==> config.mk <==
export PLATFORM = sky130hd
export DESIGN_NAME = qsem_unit
export DESIGN_NICKNAME = d
export VERILOG_FILES = /design/src/rtl/qsem_pick.sv /design/src/rtl/qsem_fifo.sv /design/src/rtl/qsem_unit.sv
export SDC_FILE = /design/constraint.sdc
export NUM_CORES = 1
export LEC_CHECK = 0
export BUFFER_PORTS_ARGS = -buffer_cell sky130_fd_sc_hd__buf_2
export CAP_MARGIN = 5
export CORE_MARGIN = 2
export CORE_UTILIZATION = 40
export DETAILED_ROUTE_END_ITERATION = 10
export MAX_ROUTING_LAYER = met4
export RECOVER_POWER = 50
export SYNTH_ARGS = -nofsm -noshare
export SYNTH_HDL_FRONTEND = slang
export SYNTH_SLANG_ARGS = --single-unit
==> constraint.sdc <==
create_clock -name clk_i -period 5.55 [get_ports clk_i]
set_input_delay 0.8325 -clock clk_i [delete_from_list [all_inputs] [get_ports clk_i]]
set_output_delay 0.8325 -clock clk_i [all_outputs]
set_load 0.05 [all_outputs]
==> src/rtl/qsem_pick.sv <==
module qsem_pick #(
  parameter int N = 4
) (
  input  logic [N-1:0] req_i,
  output logic [N-1:0] oh_o
);
  // lowest index wins
  always_comb begin
    oh_o = '0;
    for (int i = N - 1; i >= 0; i--) begin
      if (req_i[i]) oh_o = N'(1) << i;
    end
  end
endmodule

==> src/rtl/qsem_fifo.sv <==
module qsem_fifo #(
  parameter int N = 4,
  localparam int IW = $clog2(N),
  localparam int DEPTH = N - 1,
  localparam int QW = (DEPTH > 1) ? $clog2(DEPTH) : 1,
  localparam int PW = $clog2(DEPTH + 1)
) (
  input  logic          clk_i,
  input  logic          rst_ni,
  input  logic [N-1:0]  push_i,
  input  logic          pop_i,
  output logic          head_vld_o,
  output logic [IW-1:0] head_idx_o,
  output logic [N-1:0]  queued_o
);
  localparam logic [PW-1:0] DEPTH_W = PW'(DEPTH);

  logic [IW-1:0] ent_q [DEPTH];
  logic [IW-1:0] ent_d [DEPTH];
  logic [PW-1:0] cnt_q, cnt_d;
  logic [N-1:0]  mask_q, mask_d;

  always_comb begin
    ent_d  = ent_q;
    cnt_d  = cnt_q;
    mask_d = mask_q;
    if (pop_i && cnt_q != '0) begin
      mask_d[ent_q[0]] = 1'b0;
      for (int k = 0; k < DEPTH - 1; k++) ent_d[k] = ent_q[k+1];
      cnt_d = cnt_q - PW'(1);
    end
    // same-cycle pushes land in ascending core order
    for (int c = 0; c < N; c++) begin
      if (push_i[c] && !mask_d[c] && cnt_d < DEPTH_W) begin
        ent_d[cnt_d[QW-1:0]] = IW'(c);
        mask_d[c] = 1'b1;
        cnt_d = cnt_d + PW'(1);
      end
    end
  end

  always_ff @(posedge clk_i or negedge rst_ni) begin
    if (!rst_ni) begin
      cnt_q  <= '0;
      mask_q <= '0;
      for (int k = 0; k < DEPTH; k++) ent_q[k] <= '0;
    end else begin
      cnt_q  <= cnt_d;
      mask_q <= mask_d;
      ent_q  <= ent_d;
    end
  end

  assign head_vld_o = (cnt_q != '0);
  assign head_idx_o = ent_q[0];
  assign queued_o   = mask_q;
endmodule

==> src/rtl/qsem_unit.sv <==
module qsem_unit #(
  parameter int NUM_CORES = 4
) (
  input  logic                 clk_i,
  input  logic                 rst_ni,
  input  logic [NUM_CORES-1:0] direct_req_i,
  input  logic [NUM_CORES-1:0] queue_req_i,
  input  logic [NUM_CORES-1:0] release_i,
  input  logic [NUM_CORES-1:0] irq_ack_i,
  output logic [NUM_CORES-1:0] owner_o,
  output logic [NUM_CORES-1:0] waiting_o,
  output logic [NUM_CORES-1:0] irq_o,
  output logic                 err_o
);
  localparam int N  = NUM_CORES;
  localparam int IW = $clog2(N);

  logic [N-1:0]  owner_q, owner_d, irq_q, irq_d;
  logic [N-1:0]  queued, elig, cand, win_oh, push, head_oh, grant_irq;
  logic          err_q, rel_ok, bad_rel, free_now, pop, head_vld;
  logic [IW-1:0] head_idx;

  assign rel_ok   = |(release_i & owner_q);
  assign bad_rel  = |(release_i & ~owner_q);
  // free at cycle start, or emptied by a release with nobody waiting
  assign free_now = ~|owner_q | (rel_ok & ~head_vld);
  assign pop      = rel_ok & head_vld;
  assign elig     = (direct_req_i | queue_req_i) & ~owner_q & ~queued;
  assign cand     = free_now ? elig : '0;

  qsem_pick #(.N(N)) u_pick (
    .req_i (cand),
    .oh_o  (win_oh)
  );

  assign push = queue_req_i & ~owner_q & ~queued & ~win_oh;

  qsem_fifo #(.N(N)) u_fifo (
    .clk_i      (clk_i),
    .rst_ni     (rst_ni),
    .push_i     (push),
    .pop_i      (pop),
    .head_vld_o (head_vld),
    .head_idx_o (head_idx),
    .queued_o   (queued)
  );

  always_comb begin
    head_oh = '0;
    head_oh[head_idx] = 1'b1;
  end

  always_comb begin
    if (pop) begin
      owner_d   = head_oh;
      grant_irq = head_oh;
    end else if (free_now) begin
      owner_d   = win_oh;
      grant_irq = win_oh & queue_req_i;
    end else begin
      owner_d   = owner_q;
      grant_irq = '0;
    end
    irq_d = grant_irq | (irq_q & ~irq_ack_i & ~(release_i & owner_q));
  end

  always_ff @(posedge clk_i or negedge rst_ni) begin
    if (!rst_ni) begin
      owner_q <= '0;
      irq_q   <= '0;
      err_q   <= 1'b0;
    end else begin
      owner_q <= owner_d;
      irq_q   <= irq_d;
      err_q   <= err_q | bad_rel;
    end
  end

  assign owner_o   = owner_q;
  assign waiting_o = queued;
  assign irq_o     = irq_q;
  assign err_o     = err_q;
endmodule

Yosys cells after proc, flatten, opt, wreduce, memory -nomap -nowiden
Index checks and enable logic that the tools add are counted.
- register bits: 21
- output and inout port bits: 13
- logic and storage cells: 122
- add/sub/neg operators: 5
- magnitude comparators: 14
- muxes and demuxes: 34
- bitwise operators: 37
- reduce and logical (&&, ||, !) cells: 24
- operators by type and width (cell ; number):
    AND 4 bit ; 11
    two-way mux 4 bit ; 11
    two-way mux 6 bit ; 4
    NOT 4 bit ; 6
    two-way mux 2 bit ; 9
    demux 2 bit (select 2 bit) ; 4
    logical AND 1 bit ; 14
    >= comparator 3 bit (second input constant) ; 4
    < comparator 3 x 1 -> 1 bit (second input constant) ; 4
    NOT 2 -> 3 bit ; 4
    OR reduction 4 bit ; 3
    adder 2 x 1 -> 2 bit (second input constant) ; 4
    < comparator 2 bit (second input constant) ; 4
    bitwise OR 4 bit ; 2
    AND 3 bit ; 2
    AND 6 bit ; 1
    NOT 3 bit ; 2
    NOT 6 bit ; 1
    bitwise OR 3 bit ; 2
    bitwise OR 6 bit ; 1
    logical NOT 1 bit ; 5
    two-way mux 1 bit ; 5
    nonzero test 2 bit ; 2
    < comparator 2 x 3 -> 1 bit (second input constant) ; 1
    6 further kinds ; 8

Longest topological paths before layout
- depth in word-level cells: 27
- mapped depth: 20
- depth with buffers taken out: 19

By module
Synthesis repeated with hierarchy kept, for this count alone.
- cells, all modules: 174
- area total of the unflattened synthesis: 1657.8 sq um
- by module, submodules not included (module ; instances ; cells an instance ; area an instance (sq um) ; seq. area each (sq um)):
    qsem_fifo ; 1 ; 95 ; 924.6 ; 300.3
    qsem_unit ; 1 ; 75 ; 694.4 ; 225.2
    qsem_pick ; 1 ; 4 ; 38.8 ; 0.0

Worst setup path before layout
Ideal clock, no wire load.
- path type: input-to-reg
- start: in release_i[0]
- end: reg u_fifo.cnt_q[0]
- setup time: 65 ps
- arrival: 4610 ps
- data required time: 5485 ps
- slack: 875 ps
- stages on the path: 17
- buffers on the path: 1
- path through: a22oi_1 a21oi_4 o21a_1 ha_1 or3_4 mux2i_1 xnor2_1 inv_1 ha_1 or3b_2 and2_1 buf_6 inv_1 ha_1 and2_1 a211o_1 nand2_1
- cells in the longest elaborated chain, start to end: 22
- elaborated cells between the ends (all ways): 39
- those cells by class: add/sub: 4; order compare: 4; mux: 11; bitwise: 6; reduce/logical: 14
- ends and longest elaborated chain (what ; RTL line ; RTL):
    start, declared ; qsem_unit.sv:8 ; input logic [NUM_CORES-1:0] release_i,
    AND 4 bit (*) ; qsem_unit.sv:23 ; assign rel_ok = |(release_i & owner_q);
    OR reduction 4 bit (*) ; qsem_unit.sv:23 ;
    AND 1 bit ; qsem_unit.sv:26 ; assign free_now = ~|owner_q | (rel_ok & ~head_vld);
    bitwise OR 1 bit ; qsem_unit.sv:26 ;
    two-way mux 4 bit ; qsem_unit.sv:29 ; assign cand = free_now ? elig : '0;
    two-way mux 4 bit (3 in a row) ; qsem_pick.sv:11 ; if (req_i[i]) oh_o = N'(1) << i;
    NOT 4 bit ; qsem_unit.sv:36 ; assign push = queue_req_i & ~owner_q & ~queued & ~win_oh;
    AND 4 bit ; qsem_unit.sv:36 ;
    (+5 left out) ; - ;
    two-way mux 2 bit ; qsem_fifo.sv:34 ; if (push_i[c] && !mask_d[c] && cnt_d < DEPTH_W) begin
    < comparator 2 bit ; qsem_fifo.sv:34 ;
    logical AND 1 bit ; qsem_fifo.sv:34 ;
    two-way mux 2 bit ; qsem_fifo.sv:34 ;
    < comparator 2 bit ; qsem_fifo.sv:34 ;
    logical AND 1 bit ; qsem_fifo.sv:34 ;
    two-way mux 2 bit (*) ; qsem_fifo.sv:34 ;
    named net u_fifo.cnt_d[0] ; qsem_fifo.sv:20 ; logic [PW-1:0] cnt_q, cnt_d;
    end signal, assigned ; qsem_fifo.sv:48 ; cnt_q <= cnt_d;
    end, declared ; qsem_fifo.sv:20 ;
The timed path passes the listed nets; every way through them passes the cells marked *.
A chain may end at the register's enable or synchronous reset.

Worst setup path in the final report
- start: in release_i[1]
- end: reg u_fifo.cnt_q[0]
The elaborated chain is that of the path after synthesis.

==> reports/metrics.sh <==
P_LEAK_uW=0.000855
GRT_OVERFLOW=0
LAYOUT-AREA-OVERHEAD-VS-SYNTH_PCT=13.9
CTSROOTBUFFERMASTER='sky130_fd_sc_hd__clkbuf_8'
CTS.CLK_SLEW.WORST_PATHS_PS=80
TIMING.CRITICAL_PATH.SLOWEST_CELL_DELAY_PS=490
TIMING.MAX_CAP.VIOLATIONS=0
IRDROPWORSTVDD_mV=0.291
DIE-HEIGHT_UM=67.7
POSTCTSSETUPREPAIRBUFS=0
SYNTH_AREA_SQ_UM=1620
SYNTH_FP_NETS=205
TIMING.CRITICAL_PATH.FROM_TYPE='input port'
CHIPWIDTH_UM=67.7
DP_HPWL_UM=3380
FIN_UTIL_PCT=46.9
PLACEABLECOREAREA_SQ_UM=3940
LAYOUT_WORST_PATH_CYCLE_SHARE_PCT=88.3
CRITPATHMAXFANOUT=10
REPORT.FINAL.SETUP_VIOL=0
ANTENNA_FOUND_INITIAL=0
AVGROUTEDWIREPERCELL_UM=16.8
DRT-PASS1-ITER-COUNT=5
CTS_HTREE_LEVELS=1
CTS-RESIZED-GATES=0
SLEW_HR_PCT=19.5
REMAINING_DRC_ERRORS=0
FAMILY_OF_CELLS_WITH_THE_GREATEST_SUMMED_DELAY_ON_THE_CRITICAL_PATH='simple AND/OR/NAND/NOR gates'
POST_DRT_VIA_CELL_RATIO=5.74
FINALWORSTPATHREQUIREDPERIOD_PS=4900
SYNTH.AREA.MUX_SHARE_PCT=4.32
FLOORPLAN.DIE_AREA_SQ_UM=4580
FINAL_COMMON_CELL='sky130_fd_sc_hd__buf_2'
FINAL_CELL_AREA_SQ_UM=1850
CRITPATHARRIVALTIME_PS=5110
MOST_USED_CELLS_IN_THE_LAYOUT_EXCLUDING_FILL_AND_TAP_CELLS='sky130_fd_sc_hd__buf_2 (24), sky130_fd_sc_hd__dfrtp_1 (21), sky130_fd_sc_hd__nand2_1 (19)'
TRITONCTS.NUM_BUFFERS=3
SYNTH_WARNINGS=0
RUN_STATUS='completed'
CRIT_CHAIN='clkbuf_1 -> a22oi_1 -> a21oi_4 -> xnor2_1 -> ha_1 -> or3_4 -> mux2i_1 -> xnor2_1 -> inv_1 -> ha_1 -> or3b_2 -> and2_1 -> inv_1 -> ha_1 -> and2_1 -> a211o_1 -> nand2_1'
AVERAGE_CELL_AREA_AFTER_SYNTHESIS_SQ_UM=9.22
SETUP.WORST_PATH.END_CLASS='flip-flop'
GLOBALROUTETOTALUTIL_PCT=20.0
LARGEST_NET_DEGREE_AT_THE_START_OF_GLOBAL_ROUTING=22
YS_TYPES=55
DRT_FIRST_ITER_VIOLATIONS=118
DRV_SLEW=0
RSZ_0062_RAISED_AFTER_GLOBAL_ROUTING='no'
CP_DATA_REQUIRED_TIME_PS=5760
TRITONCTS='yes'
GRT_PASS1_VIAS=1402
SHARE_OF_THE_SYNTHESIZED_AREA_IN_COMPOUND_GATES_AO_OA_AOI_OAI_PCT=29.5
TIMING.CRITICAL_PATH.BUF_INV=3
SYNTHESIS.INSTANCES=176
SYNTH_EDF_COUNT=0
PLACEMENT.CELL_AREA_SQ_UM=1810
POSTSYNTHREGISTERBITS=21
FIN_WORST_SKEW_PS=1.33
SYNTH_TOP_FAMILY_BY_AREA='compound AO/OA/AOI/OAI gates'
CTS_HOLD_REPAIR.BUFFERS=0
TIMING.CRITICAL_PATH.SLOWEST_STAGE_CELL='sky130_fd_sc_hd__or3b_2'
CLKSINKCOUNT=21
FIN_NETS=238
TIMING_WORST_SLEW_PIN_VALUE_PS=1210
SYNTHFLOPTYPE='sky130_fd_sc_hd__dfrtp_1'
ANTENNA-DIODE-COUNT=0
YOSYS.AREA_SHARE.ADDER_PCT=8.48
POST_SYNTH_AND_OR_NAND_NOR_AREA_FRACTION_PCT=17.0
STD_CELL_ROWS=23
FLOORPLAN.IO_PINS=31
YOSYSSEQAREASHARE_PCT=32.4
PLACE.PORT_BUFFERS=30
CLK-INSERTION-DELAY-LATE_PS=270
FINAL-HOLD-VIOLATION-COUNT=0
LAYOUT-DRIVE-GT1-SHARE_PCT=22.1
FIN_HOLD_WS_PS=528
MAX-CLOCK-PATH-BUFFERS=2
POST_SYNTHESIS_ASYNC_SET_OR_RESET_FLOP_SHARE_PCT=100
WORST_HOLD_PATH_TYPE='reg2reg'
TOTALWIRELENGTH_UM=4340
GRT_FIRST_PASS_WIRELENGTH_UM=6590
FLOORPLAN.INITIALDENSITY_PCT=41.2
PWR_DENSITY_CELL_nW_PER_UM2=584
TOTAL_POWER_uW=1080
CP_DOMINANT_CELL_BY_COUNT='sky130_fd_sc_hd__ha_1'
WORST-SETUP-PATH-TYPE='in2reg'
VIA_COUNT=1481
ROUTE.ANTENNA.REMAINING_NETS=0
TIMING.FMAX_GHz=0.204
ROUTABILITYCONGESTION=0.894
TIMING.SETUP.TNS_PS=0
SYNTH_XOR_XNOR_AREA_SHARE_PCT=2.62
[flip-flops by register name, indices dropped and copies added, names as in the netlist]
name / cells
err_o: 1
u_fifo.queued_o: 4
u_fifo.ent_q: 4
u_fifo.cnt_q: 2
owner_o: 4
u_fifo.head_idx_o: 2
irq_o: 4
[power by group]
group / switching, uW / internal [uW] / total, uW / leakage (uW)
Combinational: 473 / 258 / 732 / 0.000575
Sequential: 46.4 / 194 / 240 / 0.000255
Clock: 57.3 / 50.2 / 107 / 0.0000255
Total: 577 / 502 / 1080 / 0.000855
[tightest hold or removal path, stage by stage (launching register included)]
cell and delay (ps):
sky130_fd_sc_hd__dfrtp_1 370, sky130_fd_sc_hd__a21oi_1 50, sky130_fd_sc_hd__nand2_1 70
[final cells by class]
| cell class | instances | area (sq um) |
|---|---|---|
| inverter | 16 | 60.1 |
| multi-input combinational | 136 | 1000 |
| tap | 50 | 62.6 |
| sequential | 21 | 526 |
| fill | 407 | 2090 |
| clock buffer | 3 | 41.3 |
| timing repair buffer | 31 | 150 |
| clock inverter | 1 | 5.00 |
[cells in the mapped netlist (2+ instances only)]
| cell type | count | area (sq um) |
|---|---|---|
| sky130_fd_sc_hd__a211o_1 | 3 | 26.3 |
| sky130_fd_sc_hd__a211o_2 | 2 | 20.0 |
| sky130_fd_sc_hd__a211oi_1 | 2 | 15.0 |
| sky130_fd_sc_hd__a21o_1 | 2 | 15.0 |
| sky130_fd_sc_hd__a21oi_1 | 12 | 60.1 |
| sky130_fd_sc_hd__a221o_1 | 3 | 30.0 |
| sky130_fd_sc_hd__a22oi_1 | 4 | 30.0 |
| sky130_fd_sc_hd__a32oi_1 | 2 | 17.5 |
| sky130_fd_sc_hd__and2_1 | 3 | 18.8 |
| sky130_fd_sc_hd__buf_6 | 3 | 33.8 |
| sky130_fd_sc_hd__dfrtp_1 | 21 | 526 |
| sky130_fd_sc_hd__ha_1 | 11 | 138 |
| sky130_fd_sc_hd__inv_1 | 15 | 56.3 |
| sky130_fd_sc_hd__mux2i_1 | 7 | 70.1 |
| sky130_fd_sc_hd__nand2_1 | 19 | 71.3 |
| sky130_fd_sc_hd__nand3b_1 | 3 | 22.5 |
| sky130_fd_sc_hd__nor2_1 | 10 | 37.5 |
| sky130_fd_sc_hd__nor3_1 | 3 | 15.0 |
| sky130_fd_sc_hd__o211ai_1 | 4 | 30.0 |
| sky130_fd_sc_hd__o21ai_0 | 6 | 30.0 |
| sky130_fd_sc_hd__o221ai_1 | 3 | 26.3 |
| sky130_fd_sc_hd__o22ai_1 | 2 | 12.5 |
| sky130_fd_sc_hd__or2_2 | 2 | 12.5 |
| sky130_fd_sc_hd__xnor2_1 | 3 | 26.3 |
[layer usage]
layer	GRT usage (%)	part of all wire, %	vias to the layer above
met5	-	0	-
li1	-	-	722
met4	5.87	1.3	0
met3	2.00	3.5	4
met1	26.2	46	713
met2	32.6	49	42
[cell families (layout without fill, tap and decap cells)]
kind of cell	after synthesis	count (layout)
AOI/OAI and AO/OA	62	62
and+or+nand+nor	52	52
DFF	21	21
buffers and inverters	19	51
adders and majority gates	11	11
muxes	7	7
xor gates and xnor gates	4	4
[per-stage QoR]
step           instances  setup slack (ps)
3_3_place_gp         254               518
5_1_grt              258               403
3_5_place_dp         254               367
6_report             258               652
4_1_cts              258               649
2_1_floorplan        176               875
[final timing paths]
kind / from / to / slack, ps / cells past startpoint
hold reg to reg: err_o / err_o / 530 / 2
hold / removal: err_o / err_o / 530 / 2
setup / recovery: release_i[1] / u_fifo.cnt_q[0] / 650 / 17
min in group asynchronous: rst_ni / irq_o[1] / 790 / 1
max in group asynchronous: rst_ni / u_fifo.head_idx_o[1] / 4050 / 1
setup reg to reg: u_fifo.cnt_q[0] / u_fifo.cnt_q[0] / 810 / 17
Power figures use the tool's default switching activity.
